### src/rtl/coh_pkg.sv
// Shared encodings for the coherence directory.
// Assumes: message kinds fixed as listed; widths are set by the top.
package coh_pkg;

    typedef enum logic [1:0] {
        RQ_SHARED = 2'd0,
        RQ_EXCL   = 2'd1,
        RQ_WB     = 2'd2,
        RQ_RSVD   = 2'd3
    } req_kind_e;

    typedef enum logic [2:0] {
        MSG_SH_GRANT  = 3'd0,
        MSG_EX_GRANT  = 3'd1,
        MSG_WB_ACK    = 3'd2,
        MSG_INVAL     = 3'd3,
        MSG_DOWNGRADE = 3'd4
    } msg_kind_e;

    typedef enum logic [1:0] {
        LN_UNCACHED = 2'd0,
        LN_SHARED   = 2'd1,
        LN_EXCL     = 2'd2
    } line_state_e;

endpackage

### src/rtl/coh_req_fifo.sv
// In-order request queue in front of the transaction engine.
// Assumes: DEPTH >= 2; payload is an opaque packed vector.
module coh_req_fifo #(
    parameter int WIDTH = 8,
    parameter int DEPTH = 4
) (
    input  logic             clk,
    input  logic             rst_n,
    input  logic             in_valid,
    output logic             in_ready,
    input  logic [WIDTH-1:0] in_data,
    output logic             out_nonempty,
    input  logic             out_pop,
    output logic [WIDTH-1:0] out_data
);
    localparam int PTR_W = (DEPTH > 1) ? $clog2(DEPTH) : 1;
    localparam int CNT_W = $clog2(DEPTH + 1);

    logic [WIDTH-1:0] slots_q [DEPTH];
    logic [PTR_W-1:0] wr_ptr_q, rd_ptr_q;
    logic [CNT_W-1:0] count_q;
    logic             push;

    assign in_ready     = (count_q != CNT_W'(DEPTH));
    assign out_nonempty = (count_q != '0);
    assign push         = in_valid && in_ready;
    assign out_data     = slots_q[rd_ptr_q];

    // Store the incoming payload in the write slot.
    always_ff @(posedge clk) begin
        if (push) slots_q[wr_ptr_q] <= in_data;
    end

    // Advance pointers and occupancy.
    always_ff @(posedge clk) begin
        if (!rst_n) begin
            wr_ptr_q <= '0;
            rd_ptr_q <= '0;
            count_q  <= '0;
        end else begin
            if (push)
                wr_ptr_q <= (wr_ptr_q == PTR_W'(DEPTH - 1)) ? '0 : wr_ptr_q + 1'b1;
            if (out_pop)
                rd_ptr_q <= (rd_ptr_q == PTR_W'(DEPTH - 1)) ? '0 : rd_ptr_q + 1'b1;
            count_q <= count_q + CNT_W'(push) - CNT_W'(out_pop);
        end
    end

    AST_NO_POP_EMPTY: assert property (@(posedge clk) disable iff (!rst_n)
        out_pop |-> out_nonempty);

endmodule

### src/rtl/coh_dir_store.sv
// Directory entries and line memory, one entry per line address.
// Assumes: one read port (combinational), one entry write and one data write per cycle.
module coh_dir_store
    import coh_pkg::*;
#(
    parameter int N_CACHES = 4,
    parameter int LINES    = 16,
    parameter int DATA_W   = 32
) (
    input  logic                     clk,
    input  logic                     rst_n,
    input  logic [$clog2(LINES)-1:0] rd_line,
    output line_state_e              rd_state,
    output logic [N_CACHES-1:0]      rd_sharers,
    output logic [DATA_W-1:0]        rd_data,
    input  logic                     dir_we,
    input  logic [$clog2(LINES)-1:0] dir_wr_line,
    input  line_state_e              dir_wr_state,
    input  logic [N_CACHES-1:0]      dir_wr_sharers,
    input  logic                     mem_we,
    input  logic [$clog2(LINES)-1:0] mem_wr_line,
    input  logic [DATA_W-1:0]        mem_wr_data
);
    line_state_e         state_q   [LINES];
    logic [N_CACHES-1:0] sharers_q [LINES];
    logic [DATA_W-1:0]   mem_q     [LINES];

    assign rd_state   = state_q[rd_line];
    assign rd_sharers = sharers_q[rd_line];
    assign rd_data    = mem_q[rd_line];

    // Reset all entries to Uncached, write back engine updates.
    always_ff @(posedge clk) begin
        if (!rst_n) begin
            for (int i = 0; i < LINES; i++) begin
                state_q[i]   <= LN_UNCACHED;
                sharers_q[i] <= '0;
            end
        end else if (dir_we) begin
            state_q[dir_wr_line]   <= dir_wr_state;
            sharers_q[dir_wr_line] <= dir_wr_sharers;
        end
    end

    // Line memory: initialised to its own index, written with dirty data.
    always_ff @(posedge clk) begin
        if (!rst_n) begin
            for (int i = 0; i < LINES; i++) mem_q[i] <= DATA_W'(i);
        end else if (mem_we) begin
            mem_q[mem_wr_line] <= mem_wr_data;
        end
    end

    AST_EX_ONE_OWNER: assert property (@(posedge clk) disable iff (!rst_n)
        dir_we && dir_wr_state == LN_EXCL |-> $countones(dir_wr_sharers) == 1);
    AST_UNCACHED_EMPTY: assert property (@(posedge clk) disable iff (!rst_n)
        dir_we && dir_wr_state == LN_UNCACHED |-> dir_wr_sharers == '0);

endmodule

### src/rtl/coh_pick_lowest.sv
// Selects the lowest set bit of a mask as one-hot and as an index.
// Assumes: result is don't-care when the mask is empty (any = 0).
module coh_pick_lowest #(
    parameter int N = 4
) (
    input  logic [N-1:0]         mask,
    output logic [N-1:0]         onehot,
    output logic [$clog2(N)-1:0] idx,
    output logic                 any
);
    // Scan from the top so the lowest set bit wins.
    always_comb begin
        onehot = '0;
        idx    = '0;
        for (int i = N - 1; i >= 0; i--) begin
            if (mask[i]) begin
                onehot = '0;
                onehot[i] = 1'b1;
                idx = $clog2(N)'(i);
            end
        end
        any = |mask;
    end

endmodule

### src/rtl/coh_engine.sv
// Transaction engine: decides the directory action for one request,
// multicasts snoops to recorded holders, counts replies, then grants.
// Assumes: only one transaction is live; snoop replies only come for
// snoops of the live transaction and are always accepted.
module coh_engine
    import coh_pkg::*;
#(
    parameter int N_CACHES = 4,
    parameter int LINES    = 16,
    parameter int DATA_W   = 32
) (
    input  logic                        clk,
    input  logic                        rst_n,
    input  logic                        hd_valid,
    input  logic [1:0]                  hd_kind,
    input  logic [$clog2(LINES)-1:0]    hd_line,
    input  logic [$clog2(N_CACHES)-1:0] hd_src,
    input  logic [DATA_W-1:0]           hd_data,
    output logic                        hd_pop,
    output logic [$clog2(LINES)-1:0]    dir_rd_line,
    input  line_state_e                 dir_rd_state,
    input  logic [N_CACHES-1:0]         dir_rd_sharers,
    input  logic [DATA_W-1:0]           mem_rd_data,
    output logic                        dir_we,
    output logic [$clog2(LINES)-1:0]    dir_wr_line,
    output line_state_e                 dir_wr_state,
    output logic [N_CACHES-1:0]         dir_wr_sharers,
    output logic                        mem_we,
    output logic [$clog2(LINES)-1:0]    mem_wr_line,
    output logic [DATA_W-1:0]           mem_wr_data,
    input  logic                        snp_valid,
    input  logic [$clog2(N_CACHES)-1:0] snp_src,
    input  logic                        snp_has_data,
    input  logic [DATA_W-1:0]           snp_data,
    output logic                        out_valid,
    input  logic                        out_ready,
    output logic [2:0]                  out_kind,
    output logic [$clog2(LINES)-1:0]    out_line,
    output logic [$clog2(N_CACHES)-1:0] out_dest,
    output logic [DATA_W-1:0]           out_data
);
    localparam int ID_W   = $clog2(N_CACHES);
    localparam int LINE_W = $clog2(LINES);
    localparam int PEND_W = $clog2(N_CACHES + 1);

    typedef enum logic [1:0] {PH_IDLE, PH_SNOOP, PH_GRANT} phase_e;

    phase_e              phase_q;
    req_kind_e           t_kind_q;
    logic [LINE_W-1:0]   t_line_q;
    logic [ID_W-1:0]     t_src_q;
    logic [DATA_W-1:0]   t_data_q;
    line_state_e         nx_state_q;
    logic [N_CACHES-1:0] nx_sharers_q;
    logic [N_CACHES-1:0] to_send_q;
    logic [N_CACHES-1:0] holders_q;
    logic [PEND_W-1:0]   pend_q;
    logic                wb_commit_q;

    req_kind_e           hd_kind_e;
    logic [N_CACHES-1:0] req_bit, others;
    line_state_e         d_state;
    logic [N_CACHES-1:0] d_sharers, d_targets;
    logic                d_wb;

    logic [N_CACHES-1:0] pick_onehot;
    logic [ID_W-1:0]     pick_idx;
    logic                pick_any;
    logic [N_CACHES-1:0] send_next;
    logic [PEND_W-1:0]   pend_next;
    logic                snoop_fire;

    // Count set bits of a holder mask.
    function automatic logic [PEND_W-1:0] count_bits(input logic [N_CACHES-1:0] m);
        logic [PEND_W-1:0] c;
        c = '0;
        for (int i = 0; i < N_CACHES; i++) c = c + PEND_W'(m[i]);
        return c;
    endfunction

    assign hd_kind_e   = req_kind_e'(hd_kind);
    assign dir_rd_line = hd_line;
    assign req_bit     = N_CACHES'(1) << hd_src;
    assign others      = dir_rd_sharers & ~req_bit;

    // Decide next entry, snoop targets and memory commit for the head request.
    always_comb begin
        d_state   = dir_rd_state;
        d_sharers = dir_rd_sharers;
        d_targets = '0;
        d_wb      = 1'b0;
        unique case (hd_kind_e)
            RQ_SHARED: begin
                d_state   = LN_SHARED;
                d_sharers = (dir_rd_state == LN_UNCACHED) ? req_bit : (dir_rd_sharers | req_bit);
                d_targets = (dir_rd_state == LN_EXCL) ? others : '0;
            end
            RQ_EXCL: begin
                d_state   = LN_EXCL;
                d_sharers = req_bit;
                d_targets = (dir_rd_state == LN_UNCACHED) ? '0 : others;
            end
            default: begin
                if (dir_rd_state != LN_UNCACHED && dir_rd_sharers[hd_src] && hd_kind_e == RQ_WB) begin
                    d_sharers = others;
                    d_state   = (dir_rd_state == LN_EXCL || others == '0) ? LN_UNCACHED : LN_SHARED;
                    d_wb      = (dir_rd_state == LN_EXCL);
                end
            end
        endcase
    end

    coh_pick_lowest #(.N(N_CACHES)) u_pick (
        .mask   (to_send_q),
        .onehot (pick_onehot),
        .idx    (pick_idx),
        .any    (pick_any)
    );

    assign snoop_fire = (phase_q == PH_SNOOP) && pick_any && out_ready;
    assign send_next  = snoop_fire ? (to_send_q & ~pick_onehot) : to_send_q;
    assign pend_next  = pend_q - PEND_W'(snp_valid);
    assign hd_pop     = (phase_q == PH_IDLE) && hd_valid;

    // Transaction sequencing: latch, snoop and count, grant.
    always_ff @(posedge clk) begin
        if (!rst_n) begin
            phase_q      <= PH_IDLE;
            t_kind_q     <= RQ_SHARED;
            t_line_q     <= '0;
            t_src_q      <= '0;
            t_data_q     <= '0;
            nx_state_q   <= LN_UNCACHED;
            nx_sharers_q <= '0;
            to_send_q    <= '0;
            holders_q    <= '0;
            pend_q       <= '0;
            wb_commit_q  <= 1'b0;
        end else begin
            unique case (phase_q)
                PH_IDLE: begin
                    if (hd_valid) begin
                        t_kind_q     <= hd_kind_e;
                        t_line_q     <= hd_line;
                        t_src_q      <= hd_src;
                        t_data_q     <= (hd_kind_e == RQ_WB) ? hd_data : mem_rd_data;
                        nx_state_q   <= d_state;
                        nx_sharers_q <= d_sharers;
                        to_send_q    <= d_targets;
                        holders_q    <= d_targets;
                        pend_q       <= count_bits(d_targets);
                        wb_commit_q  <= d_wb;
                        phase_q      <= (d_targets != '0) ? PH_SNOOP : PH_GRANT;
                    end
                end
                PH_SNOOP: begin
                    to_send_q <= send_next;
                    pend_q    <= pend_next;
                    if (snp_valid && snp_has_data) t_data_q <= snp_data;
                    if (send_next == '0 && pend_next == '0) phase_q <= PH_GRANT;
                end
                default: begin
                    if (out_ready) phase_q <= PH_IDLE;
                end
            endcase
        end
    end

    // Drive the outgoing message for the current phase.
    always_comb begin
        out_valid = 1'b0;
        out_kind  = MSG_WB_ACK;
        out_line  = t_line_q;
        out_dest  = t_src_q;
        out_data  = '0;
        if (phase_q == PH_SNOOP) begin
            out_valid = pick_any;
            out_kind  = (t_kind_q == RQ_SHARED) ? MSG_DOWNGRADE : MSG_INVAL;
            out_dest  = pick_idx;
        end else if (phase_q == PH_GRANT) begin
            out_valid = 1'b1;
            unique case (t_kind_q)
                RQ_SHARED: begin out_kind = MSG_SH_GRANT; out_data = t_data_q; end
                RQ_EXCL:   begin out_kind = MSG_EX_GRANT; out_data = t_data_q; end
                default:   out_kind = MSG_WB_ACK;
            endcase
        end
    end

    // Directory and memory write ports.
    always_comb begin
        dir_we         = (phase_q == PH_GRANT) && out_ready;
        dir_wr_line    = t_line_q;
        dir_wr_state   = nx_state_q;
        dir_wr_sharers = nx_sharers_q;
        mem_wr_line    = t_line_q;
        if (phase_q == PH_SNOOP) begin
            mem_we      = snp_valid && snp_has_data;
            mem_wr_data = snp_data;
        end else begin
            mem_we      = (phase_q == PH_GRANT) && out_ready && wb_commit_q;
            mem_wr_data = t_data_q;
        end
    end

    AST_GRANT_AFTER_REPLIES: assert property (@(posedge clk) disable iff (!rst_n)
        out_valid && out_kind < 3'd3 |-> pend_q == '0 && to_send_q == '0);
    AST_REPLY_EXPECTED: assert property (@(posedge clk) disable iff (!rst_n)
        snp_valid |-> phase_q == PH_SNOOP && pend_q != '0 && holders_q[snp_src]);
    AST_SNOOP_NOT_REQUESTER: assert property (@(posedge clk) disable iff (!rst_n)
        out_valid && out_kind >= 3'd3 |-> out_dest != t_src_q);

endmodule

### src/rtl/coh_directory.sv
// Top of the home-node MSI directory: request queue, transaction engine,
// directory/memory store.
// Assumes: caches answer every snoop exactly once on the snoop channel.
module coh_directory
    import coh_pkg::*;
#(
    parameter int N_CACHES   = 4,
    parameter int LINES      = 16,
    parameter int DATA_W     = 32,
    parameter int QUEUE_SIZE = 4
) (
    input  logic                        clk,
    input  logic                        rst_n,
    input  logic                        req_valid,
    output logic                        req_ready,
    input  logic [1:0]                  req_kind,
    input  logic [$clog2(LINES)-1:0]    req_line,
    input  logic [$clog2(N_CACHES)-1:0] req_src,
    input  logic [DATA_W-1:0]           req_data,
    input  logic                        snp_valid,
    input  logic [$clog2(N_CACHES)-1:0] snp_src,
    input  logic                        snp_has_data,
    input  logic [DATA_W-1:0]           snp_data,
    output logic                        out_valid,
    input  logic                        out_ready,
    output logic [2:0]                  out_kind,
    output logic [$clog2(LINES)-1:0]    out_line,
    output logic [$clog2(N_CACHES)-1:0] out_dest,
    output logic [DATA_W-1:0]           out_data
);
    localparam int ID_W   = $clog2(N_CACHES);
    localparam int LINE_W = $clog2(LINES);
    localparam int REQ_W  = 2 + LINE_W + ID_W + DATA_W;

    logic [REQ_W-1:0]    hd_bits;
    logic                hd_valid, hd_pop;
    logic [1:0]          hd_kind;
    logic [LINE_W-1:0]   hd_line;
    logic [ID_W-1:0]     hd_src;
    logic [DATA_W-1:0]   hd_data;

    logic [LINE_W-1:0]   rd_line;
    line_state_e         rd_state;
    logic [N_CACHES-1:0] rd_sharers;
    logic [DATA_W-1:0]   rd_data;
    logic                dir_we, mem_we;
    logic [LINE_W-1:0]   dir_wr_line, mem_wr_line;
    line_state_e         dir_wr_state;
    logic [N_CACHES-1:0] dir_wr_sharers;
    logic [DATA_W-1:0]   mem_wr_data;

    coh_req_fifo #(.WIDTH(REQ_W), .DEPTH(QUEUE_SIZE)) u_queue (
        .clk          (clk),
        .rst_n        (rst_n),
        .in_valid     (req_valid),
        .in_ready     (req_ready),
        .in_data      ({req_kind, req_line, req_src, req_data}),
        .out_nonempty (hd_valid),
        .out_pop      (hd_pop),
        .out_data     (hd_bits)
    );

    assign {hd_kind, hd_line, hd_src, hd_data} = hd_bits;

    coh_dir_store #(.N_CACHES(N_CACHES), .LINES(LINES), .DATA_W(DATA_W)) u_store (
        .clk            (clk),
        .rst_n          (rst_n),
        .rd_line        (rd_line),
        .rd_state       (rd_state),
        .rd_sharers     (rd_sharers),
        .rd_data        (rd_data),
        .dir_we         (dir_we),
        .dir_wr_line    (dir_wr_line),
        .dir_wr_state   (dir_wr_state),
        .dir_wr_sharers (dir_wr_sharers),
        .mem_we         (mem_we),
        .mem_wr_line    (mem_wr_line),
        .mem_wr_data    (mem_wr_data)
    );

    coh_engine #(.N_CACHES(N_CACHES), .LINES(LINES), .DATA_W(DATA_W)) u_engine (
        .clk            (clk),
        .rst_n          (rst_n),
        .hd_valid       (hd_valid),
        .hd_kind        (hd_kind),
        .hd_line        (hd_line),
        .hd_src         (hd_src),
        .hd_data        (hd_data),
        .hd_pop         (hd_pop),
        .dir_rd_line    (rd_line),
        .dir_rd_state   (rd_state),
        .dir_rd_sharers (rd_sharers),
        .mem_rd_data    (rd_data),
        .dir_we         (dir_we),
        .dir_wr_line    (dir_wr_line),
        .dir_wr_state   (dir_wr_state),
        .dir_wr_sharers (dir_wr_sharers),
        .mem_we         (mem_we),
        .mem_wr_line    (mem_wr_line),
        .mem_wr_data    (mem_wr_data),
        .snp_valid      (snp_valid),
        .snp_src        (snp_src),
        .snp_has_data   (snp_has_data),
        .snp_data       (snp_data),
        .out_valid      (out_valid),
        .out_ready      (out_ready),
        .out_kind       (out_kind),
        .out_line       (out_line),
        .out_dest       (out_dest),
        .out_data       (out_data)
    );

    AST_OUT_HOLD: assert property (@(posedge clk) disable iff (!rst_n)
        out_valid && !out_ready |=> out_valid && $stable(out_kind) && $stable(out_line)
            && $stable(out_dest) && $stable(out_data));

endmodule

### config.mk
export PLATFORM = sky130hd
export DESIGN_NAME = coh_directory
export DESIGN_NICKNAME = d
export VERILOG_FILES = /design/src/rtl/coh_pkg.sv /design/src/rtl/coh_req_fifo.sv /design/src/rtl/coh_dir_store.sv /design/src/rtl/coh_pick_lowest.sv /design/src/rtl/coh_engine.sv /design/src/rtl/coh_directory.sv
export SDC_FILE = /design/constraint.sdc
export NUM_CORES = 1
export LEC_CHECK = 0
export BUFFER_PORTS_ARGS = -buffer_cell sky130_fd_sc_hd__buf_2
export CAP_MARGIN = 20
export CORE_AREA = 5 5 453 366
export CTS_CLUSTER_DIAMETER = 200
export DETAILED_ROUTE_END_ITERATION = 16
export DIE_AREA = 0 0 458 371
export PLACE_DENSITY = 0.46
export REMOVE_ABC_BUFFERS = 1
export SYNTH_ARGS = -nofsm -noshare
export SYNTH_HDL_FRONTEND = slang
export SYNTH_SLANG_ARGS = --single-unit
### constraint.sdc
create_clock -name clk -period 5.1 [get_ports clk]
set_clock_uncertainty 0.1 [all_clocks]
set_input_delay 1.02 -clock clk [delete_from_list [all_inputs] [get_ports clk]]
set_output_delay 1.02 -clock clk [all_outputs]
set_load 0.01 [all_outputs]
## Yosys cells after proc, flatten, opt, wreduce, memory -nomap -nowiden

Memories as Yosys holds them, arrays and structs flattened. A register that Yosys moved wholly into a read port is not among the register bits.
Index checks and enable logic that the tools add are counted.

| cells by class | value |
|---|---|
| eq/ne operators | 12 |
| shift-type cells | 1 |
| bitwise logic cells | 5 |
| $add $sub $neg | 8 |
| muxes and demuxes | 69 |
| magnitude comparators | 1 |
| reductions and logical operators | 33 |

Operator list:

| kind | count |
|---|---|
| $mux W32 | 8 |
| $pmux W32 S2 | 1 |
| $mux W4 | 14 |
| $reduce_or A32 Y1 | 1 |
| $mux W2 | 15 |
| $pmux W4 S2 | 3 |
| $mux W1 | 19 |
| $mux W3 | 4 |
| $pmux W2 S2 | 3 |
| $eq A2 B2 Y1 const B | 5 |
| $logic_and A1 B1 Y1 | 10 |
| $add A3 B1 Y3 | 3 |
| $and A4 B4 Y4 | 2 |
| $logic_not A2 Y1 | 4 |
| $logic_not A4 Y1 | 2 |
| $not A4 Y4 | 2 |
| $reduce_or A4 Y1 | 2 |
| $eq A2 B1 Y1 const B | 3 |
| $pmux W3 S2 | 1 |
| $reduce_and A3 Y1 | 2 |
| $reduce_bool A3 Y1 | 2 |
| $reduce_or A2 Y1 | 3 |
| $sub A3 B1 Y3 | 2 |
| $add A2 B1 Y2 const B | 2 |
| other kinds (13) | 16 |

| word-level totals | value |
|---|---|
| register bits | 63 |
| RAM bits | 768 |
| word-level logic and storage cells | 146 |
| output and inout port bits | 43 |
| memories | 4 |
| input bits | 80 |

Memories:

| memory | words | bits a word | rd ports | clocked after memory_dff | wr ports | RTL line | source |
|---|---|---|---|---|---|---|---|
| u_store.mem_q | 16 | 32 | 1 | 0 | 16 | coh_dir_store.sv:26 | `logic [DATA_W-1:0] mem_q [LINES];` |
| u_queue.slots_q | 4 | 40 | 1 | 1 | 1 | coh_req_fifo.sv:19 | `logic [WIDTH-1:0] slots_q [DEPTH];` |
| u_store.sharers_q | 16 | 4 | 1 | 0 | 16 | coh_dir_store.sv:25 | `logic [N_CACHES-1:0] sharers_q [LINES];` |
| u_store.state_q | 16 | 2 | 1 | 0 | 16 | coh_dir_store.sv:24 | `line_state_e state_q [LINES];` |

## Logic depth before layout (Yosys ltp)

Gate-level depths: netlist of run 1.

| logic depth | value |
|---|---|
| depth in word-level cells | 11 |
| mapped depth | 17 |
| gate-level depth less buffers | 13 |

## Cells and area by module

From an unflattened synthesis of run 1, not the netlist that was laid out.

| second synthesis, totals | value |
|---|---|
| cell total of the unflattened synthesis | 2,536 |
| area, all modules | 37,521.0 um2 |

By module, submodules not included:

| module | cells an instance | instances | area each (um2) | sequential area each (um2) |
|---|---|---|---|---|
| coh_dir_store | 1,711 | 1 | 27,299.9 | 18,257.5 |
| coh_req_fifo | 257 | 1 | 6,241.0 | 4,984.8 |
| coh_engine | 558 | 1 | 3,921.3 | 1,121.1 |
| coh_pick_lowest | 10 | 1 | 58.8 | 0.0 |

## Worst setup path before layout of run 1

No wires, ideal clock.

| path | value |
|---|---|
| path type | reg2reg |
| start | reg with a tool-made name |
| end | reg u_engine.pend_q[1] |
| clock period less this slack | 3,869 ps |
| buffers on the path | 3 |
| cell stages (with the launch flop) | 17 |
| data required time | 4,872 ps |
| arrival | 3,642 ps |
| path slack | 1,231 ps |
| path through | dfxtp_1 buf_6 mux4_2 buf_6 buf_8 mux2i_1 nor3_1 a2111oi_2 a31oi_1 mux2_4 and3_4 inv_2 ha_1 fa_1 ha_1 a221oi_1 nor2_1 |

RTL lines:

| item | RTL line | source |
|---|---|---|
| end signal, assigned | coh_engine.sv:151 | `pend_q <= count_bits(d_targets);` |
| end signal, assigned | coh_engine.sv:158 | `pend_q <= pend_next;` |
| end, declared | coh_engine.sv:57 | `logic [PEND_W-1:0] pend_q;` |

==> impl_results.md, run 1 <==
- Run status: complete, no violations
- Detailed Place HPWL: 70.4 mm
- Final Power: 21.8 mW
- Final setup viols: 0
- WP data required: 5.53 ns
- Row count: 132
- I/O Buffers: 120
- Number of flops mapped to enable cells by yosys: 768
- Post-placement cell area: 40100 um2
- Final ANT Viol Nets: 0
- Via count: 22600
- DR DRC count: 0
- Yosys Warn Count: 0
- Post-Synthesis Cells: 2660
- Die width: 458 um
- CP Capture Type: flop
- Max_slew headroom: 0.241
- Clk sinks: 833
- Area Overhead vs Synth: 17.3%
- Power Dens Cells: 506 nW/um2
- Mapped cell area: 36600 um2
- Post-layout util: 0.268
- Area contributors post-synth: edfxtp_1, mux4_2, nor2_1
- Share of layout cells above drive strength 1: 0.212
- Critical path class: reg -> reg
- WP data arrival: 4.96 ns
- Max-slew violation count: 0
- Syn_area_per_cell: 13.8 um2
- CP max FO: 22
- FF+latch count, synth: 833
- Final-layout fill cell count: 16500
- Final period util: 0.889
- # Post-CTS Setup Buffers: 0
- DP Cell Count: 4839
- Core area: 161000 um2
- Sequential area share after synthesis: 0.665
- Overall routed net length: 115 mm
- Top-area cell type share of the netlist area: 0.629
- Hold crit path type: reg -> reg
- Largest net degree at the start of global routing: 123
- Tmin final: 4.54 ns
- Peak Freq: 0.220 GHz
- RSZ-0062 raised after global routing: no
- CTS clk-pin slew, worst paths: 0.06 ns
- Pleak: 14.4 nW
- Gpl congestion: 0.797
- Die Height: 371 um
- CTS tree: done
- Clk buf depth: 3
- Initial core utilization: 0.228
- TritonRoute pass-1 iters: 5
- Maxcap violations: 0
- Most frequent cell after synthesis: edfxtp_1
- H-tree depth: 3
- CP Launch Type: flop
- Yosys cell types: 74
- Post-CTS Resized: 0
- Max rail drop VDD: 0.318 mV
- Dominant cell type by area after synthesis: edfxtp_1
- I/O Pins: 123
- TritonCTS Buffers: 91
- Final Hold Fails: 0
- Vias per cell: 4.51
- Root Buffer: clkbuf_16
- First-pass GRT wire length: 166 mm
- Vias in the first global route: 22800
- Non-Filler Instances: 5011
- Actual slew at the worst max-slew pin: 1.13 ns
- Clk_lat worst skew: 0.68 ns
- Asr flop ratio synth: 0
- Commonest cells post-synth: edfxtp_1, nor2_1, nand2_1, mux4_2, clkbuf_1
- DRT iter0 DRCs: 1886
- DP Worst Slack: 0.647 ns
- Prevailing post-synth register cell: edfxtp_1
- Setup ws final: 0.564 ns
- WL/cell: 22.9 um
- Die area: 170000 um2
- Total GRT Usage: 0.133
- Initial antenna violation count: 7
- Fin area: 43000 um2
- Nets: 2882
- Post-CTS Hold Fix Bufs: 0
- Total congestion overflow: 0
## worst paths after layout
path | startpoint | to | slack (ns) | cells past startpoint
worst min-delay path | u_engine.t_src_q[1] | u_engine.t_src_q[1] | 0.36 | 2
worst min register to register | u_engine.t_src_q[1] | u_engine.t_src_q[1] | 0.36 | 2
worst max register to register | flop | u_engine.pend_q[1] | 0.56 | 13
worst max-delay path | flop | u_engine.pend_q[1] | 0.56 | 13
## power by group
group / leakage (nW) / switching, mW / internal [mW]
sequential: 8.17 / 0.378 / 7.93
clock: 1.40 / 2.81 / 3.67
combinational: 4.81 / 4.53 / 2.45
total: 14.4 / 7.72 / 14.1
## per-layer routing
metal  routed length (um)  global-route usage  up-vias
met5                   13                   0        -
met4                 2740              0.0391        2
met3                 5330              0.0181      135
met2                54700               0.217      574
met1                52000               0.184    11800
li1                     -                   -    10100
## kinds of logic after synthesis
| group | count (synthesis) | synth area share |
|---|---|---|
| xor gates and xnor gates | 3 | 0.000717 |
| DFF | 833 | 0.665 |
| muxes | 272 | 0.132 |
| AOI/OAI and AO/OA | 163 | 0.0312 |
| and+or+nand+nor | 1147 | 0.138 |
| adders and majority gates | 15 | 0.00546 |
| buffers and inverters | 227 | 0.0270 |
## layout make-up
| cell class | instances | area [um2] | area share |
|---|---|---|---|
| inverter | 20 | 75.1 | 0.00175 |
| multi-input combinational | 1600 | 11400 | 0.265 |
| clock buffer | 112 | 2370 | 0.0550 |
| sequential | 833 | 24400 | 0.567 |
| clock inverter | 55 | 517 | 0.0120 |
| timing repair buffer | 242 | 1580 | 0.0367 |
| antenna | 5 | 12.5 | 0.000291 |
| tap | 2144 | 2680 | 0.0624 |
## flip-flops by register name, summed over array words and instances, names as in the netlist, 2 cells and up, named ones only
name,count
u_engine.t_data_q,32
u_queue.slots_q,160
u_engine.pend_q,3
u_store.mem_q,512
u_queue.count_q,3
u_engine.dir_wr_line,4
u_engine.t_kind_q,2
u_queue.wr_ptr_q,2
u_queue.rd_ptr_q,2
u_store.state_q,32
u_store.sharers_q,64
u_engine.dir_wr_sharers,4
u_engine.phase_q,2
u_engine.dir_wr_state,2
u_engine.t_src_q,2
u_engine.to_send_q,4
## cell usage in the layout, fill, tap and decap left out, drive strengths merged, types with 3 or more instances in the layout
cell	instances
a21oi	23
o22ai	6
mux2i	98
o221ai	4
bufinv	7
ha	12
or3	33
buf	242
o21ai	63
a31oi	3
clkinvlp	5
a211oi	7
and2	134
nand2	250
mux2	5
o2111ai	3
nand4	3
clkbuf	112
dfxtp	65
nand3b	3
nor3	22
a41oi	4
mux4	169
nor2b	6
edfxtp	768
nand3	130
clkinv	39
nand2b	12
diode	5
inv	24
a311oi	33
and3	7
nor2	542
## metrics by stage
stage	hold WS, ns	TNS (ns)
6_report	0.361	0
4_1_cts	0.362	0
3_3_place_gp	0.347	0
2_1_floorplan	0.337	-296.03
5_1_grt	0.402	0
3_5_place_dp	0.352	0
## worst max-delay path: stages (launching register included)
cell and delay (ns):
dfxtp_4 0.41, mux4_4 0.93, mux2i_1 0.28, nor2_1 0.06, o21ai_0 0.41, a31oi_1 0.28, mux2_4 0.38, and3_4 0.19
inv_2 0.05, ha_1 0.23, fa_1 0.43, ha_1 0.30, a221oi_1 0.26, nor2_1 0.06
Note: power is estimated with default switching activity, not from simulation.
==> run 2, diff against run 1 <==
- RECOVER_POWER: default -> 25
==> run 2 against run 1 <==
- the run now ends with capacitance limit, slew limit left
- non-clock buffer count unchanged
- via count decreased by 0.23%
- utilization decreased by 0.080 points
- die area unchanged
- maximum frequency decreased by 2.8%
- cell count about the same
- worst hold slack about the same
- clock-buffer cell count unchanged
- global-route usage unchanged
- setup slack got worse by 0.13 ns
- routed wire length about the same
- critical path type unchanged
- critical endpoint unchanged
==> impl_results.md, run 2 (synthesis results as in run 1) <==
- Max_slew headroom: -1.29 (was 0.241)
- Hold Path Cell Cnt: 2 (unchanged)
- Power Dens Cells: 507 nW/um2 (was 506 nW/um2)
- Worst r2r dst: u_engine.pend_q[1] (unchanged)
- Initial core utilization: 0.228 (unchanged)
- CTS clk-pin slew, worst paths: 0.06 ns (about the same)
- Post-CTS Resized: 0 (unchanged)
- Actual slew at the worst max-slew pin: 3.44 ns (was 1.13 ns)
- Final setup viols: 0 (unchanged)
- Switching share of power: 0.354 (was 0.355)
- Nets: 2882 (unchanged)
- WP data arrival: 4.99 ns (was 4.96 ns)
- Share of layout cells above drive strength 1: 0.190 (was 0.212)
- DR DRC count: 0 (unchanged)
- H-tree depth: 3 (unchanged)
- Die area: 170000 um2 (unchanged)
- R2R cell count: 13 (unchanged)
- Final-layout fill cell count: 16500 (about the same)
- Biggest register: u_store.mem_q (unchanged)
- Root Buffer: clkbuf_16 (unchanged)
- TritonCTS Buffers: 91 (unchanged)
- WHS Endpoint: u_engine.t_src_q[1] (unchanged)
- Clk buf depth: 3 (unchanged)
- Hold crit path type: reg -> reg (unchanged)
- Die width: 458 um (unchanged)
- Clk sinks: 833 (unchanged)
- Core area: 161000 um2 (unchanged)
- TritonRoute pass-1 iters: 5 (unchanged)
- Max-slew violation count: 221 (was 0)
- First-pass GRT wire length: 166 mm (unchanged)
- TNS Setup: 0 ns (unchanged)
- Final Power: 21.7 mW (was 21.8 mW)
- Critical path class: reg -> reg (unchanged)
- Int Pwr: 14.0 mW (was 14.1 mW)
- Max reg flops: 512 (unchanged)
- RSZ-0062 raised after global routing: no (unchanged)
- Die Height: 371 um (unchanged)
- Tmin final: 4.67 ns (was 4.54 ns)
- Final ANT Viol Nets: 0 (unchanged)
- Via count: 22500 (was 22600)
- # Post-CTS Setup Buffers: 0 (unchanged)
- DRT iter0 DRCs: 1826 (was 1886)
- I/O Buffers: 120 (unchanged)
- Vias per cell: 4.50 (was 4.51)
- Total congestion overflow: 0 (unchanged)
- Run status: complete, but fails checks (was complete, no violations)
- Post-layout util: 0.267 (was 0.268)
- Max rail drop VDD: 0.317 mV (was 0.318 mV)
- Pleak: 14.2 nW (was 14.4 nW)
- Regs by FF count: u_store.mem_q x512, u_queue.slots_q x160, u_store.sharers_q x64 (unchanged)
- Failing checks: capacitance limit, slew limit
- CP Capture Type: flop (unchanged)
- CP max FO: 22 (unchanged)
- HP Start: u_engine.t_src_q[1] (unchanged)
- Final Hold Fails: 0 (unchanged)
- I/O Pins: 123 (unchanged)
- Peak Freq: 0.214 GHz (was 0.220 GHz)
- WP data required: 5.42 ns (was 5.53 ns)
- Fin area: 42900 um2 (was 43000 um2)
- Largest net degree at the start of global routing: 123 (unchanged)
- WL/cell: 22.9 um (about the same)
- Post-CTS Hold Fix Bufs: 0 (unchanged)
- Overall routed net length: 115 mm (about the same)
- Gpl congestion: 0.797 (unchanged)
- Sequential cell fraction of total power: 0.383 (was 0.382)
- Area Overhead vs Synth: 17.0% (was 17.3%)
- CTS tree: done (unchanged)
- Commonest non-fill, non-tap cell in the layout: edfxtp_1 (unchanged)
- Hold Slack: 0.361 ns (about the same)
- Clk_lat worst skew: 0.69 ns (was 0.68 ns)
- Clock Power Share: 0.298 (about the same)
- Final period util: 0.915 (was 0.889)
- Vias in the first global route: 22800 (unchanged)
- Most frequent cells in the layout: edfxtp_1, nor2_1, nand2_1, mux4_2 (was edfxtp_1, nor2_1, nand2_1, mux4_2, and2_1)
- Row count: 132 (unchanged)
- Detailed Place HPWL: 70.4 mm (unchanged)
- Reg2reg setup slack: 0.43 ns (was 0.56 ns)
- Initial antenna violation count: 5 (was 7)
- Post-placement cell area: 40100 um2 (unchanged)
- CP Launch Type: flop (unchanged)
- Maxcap violations: 6 (was 0)
- Switch Pwr: 7.70 mW (was 7.72 mW)
- Combinational share of power: 0.319 (was 0.321)
- Total GRT Usage: 0.133 (unchanged)
## run 2: changes by cell type in the layout (fill, tap and decap cells not counted), moves of 9 or more
cell	delta
buf_4	-16
clkbuf_1	+57
buf_2	-41
and2_0	+9
and2_1	-9
## run 2: worst max path at each step
stage | start | endpoint | cells past startpoint
detailed placement | flop | u_engine.pend_q[1] | 13
CTS | flop | u_engine.pend_q[1] | 13
global placement | flop | u_engine.pend_q[1] | 13
global route | flop | u_engine.pend_q[1] | 13
floorplan | flop | u_engine.pend_q[1] | 12
finish | flop | u_engine.pend_q[1] | 13
## run 2: through the flow
step	setup WS [ns]	instances
final	0.433	5010
after global routing	0.355	5008
after CTS	0.631	5006
after detailed placement	0.647	4839
after global placement	0.649	4839
after floorplan	-2.99	2453
## run 2: layout make-up
| type | instances | area, um2 | share of cell area |
|---|---|---|---|
| clock inverters | 55 | 517 | 0.0121 |
| flip-flops and latches | 833 | 24400 | 0.568 |
| inverters | 20 | 75.1 | 0.00175 |
| repair buffers | 242 | 1470 | 0.0342 |
| clock buffers | 112 | 2370 | 0.0552 |
| multi-input cells | 1600 | 11400 | 0.266 |
| diodes | 4 | 10.0 | 0.000233 |
| well taps | 2144 | 2680 | 0.0626 |
## run 2: worst max-delay path, cell delays in order (launching register included)
cell and delay, ns:
dfxtp_4 0.41, mux4_4 0.93, mux2i_1 0.28, nor2_1 0.06, o21ai_0 0.44, a31oi_1 0.28
mux2_4 0.38, and3_4 0.19, inv_2 0.05, ha_1 0.23, fa_1 0.43, ha_1 0.30
a221oi_1 0.26, nor2_1 0.06
## run 2: power groups by stage
stage               clock, mW  sequential (mW)  combinational, mW
floorplan                   0             8.33               4.33
global placement            0             8.44               7.03
detailed placement          0             8.45               7.04
CTS                      6.65             8.31               7.06
global route             6.91             8.36               7.47
finish                   6.48             8.31               6.94
## run 2: routing by layer
metal,wire length (um),global-route usage,vias up
met3,5840,0.0181,133
met5,13,0,-
met4,2740,0.0391,2
met2,54800,0.217,587
li1,-,-,10000
met1,51300,0.184,11800
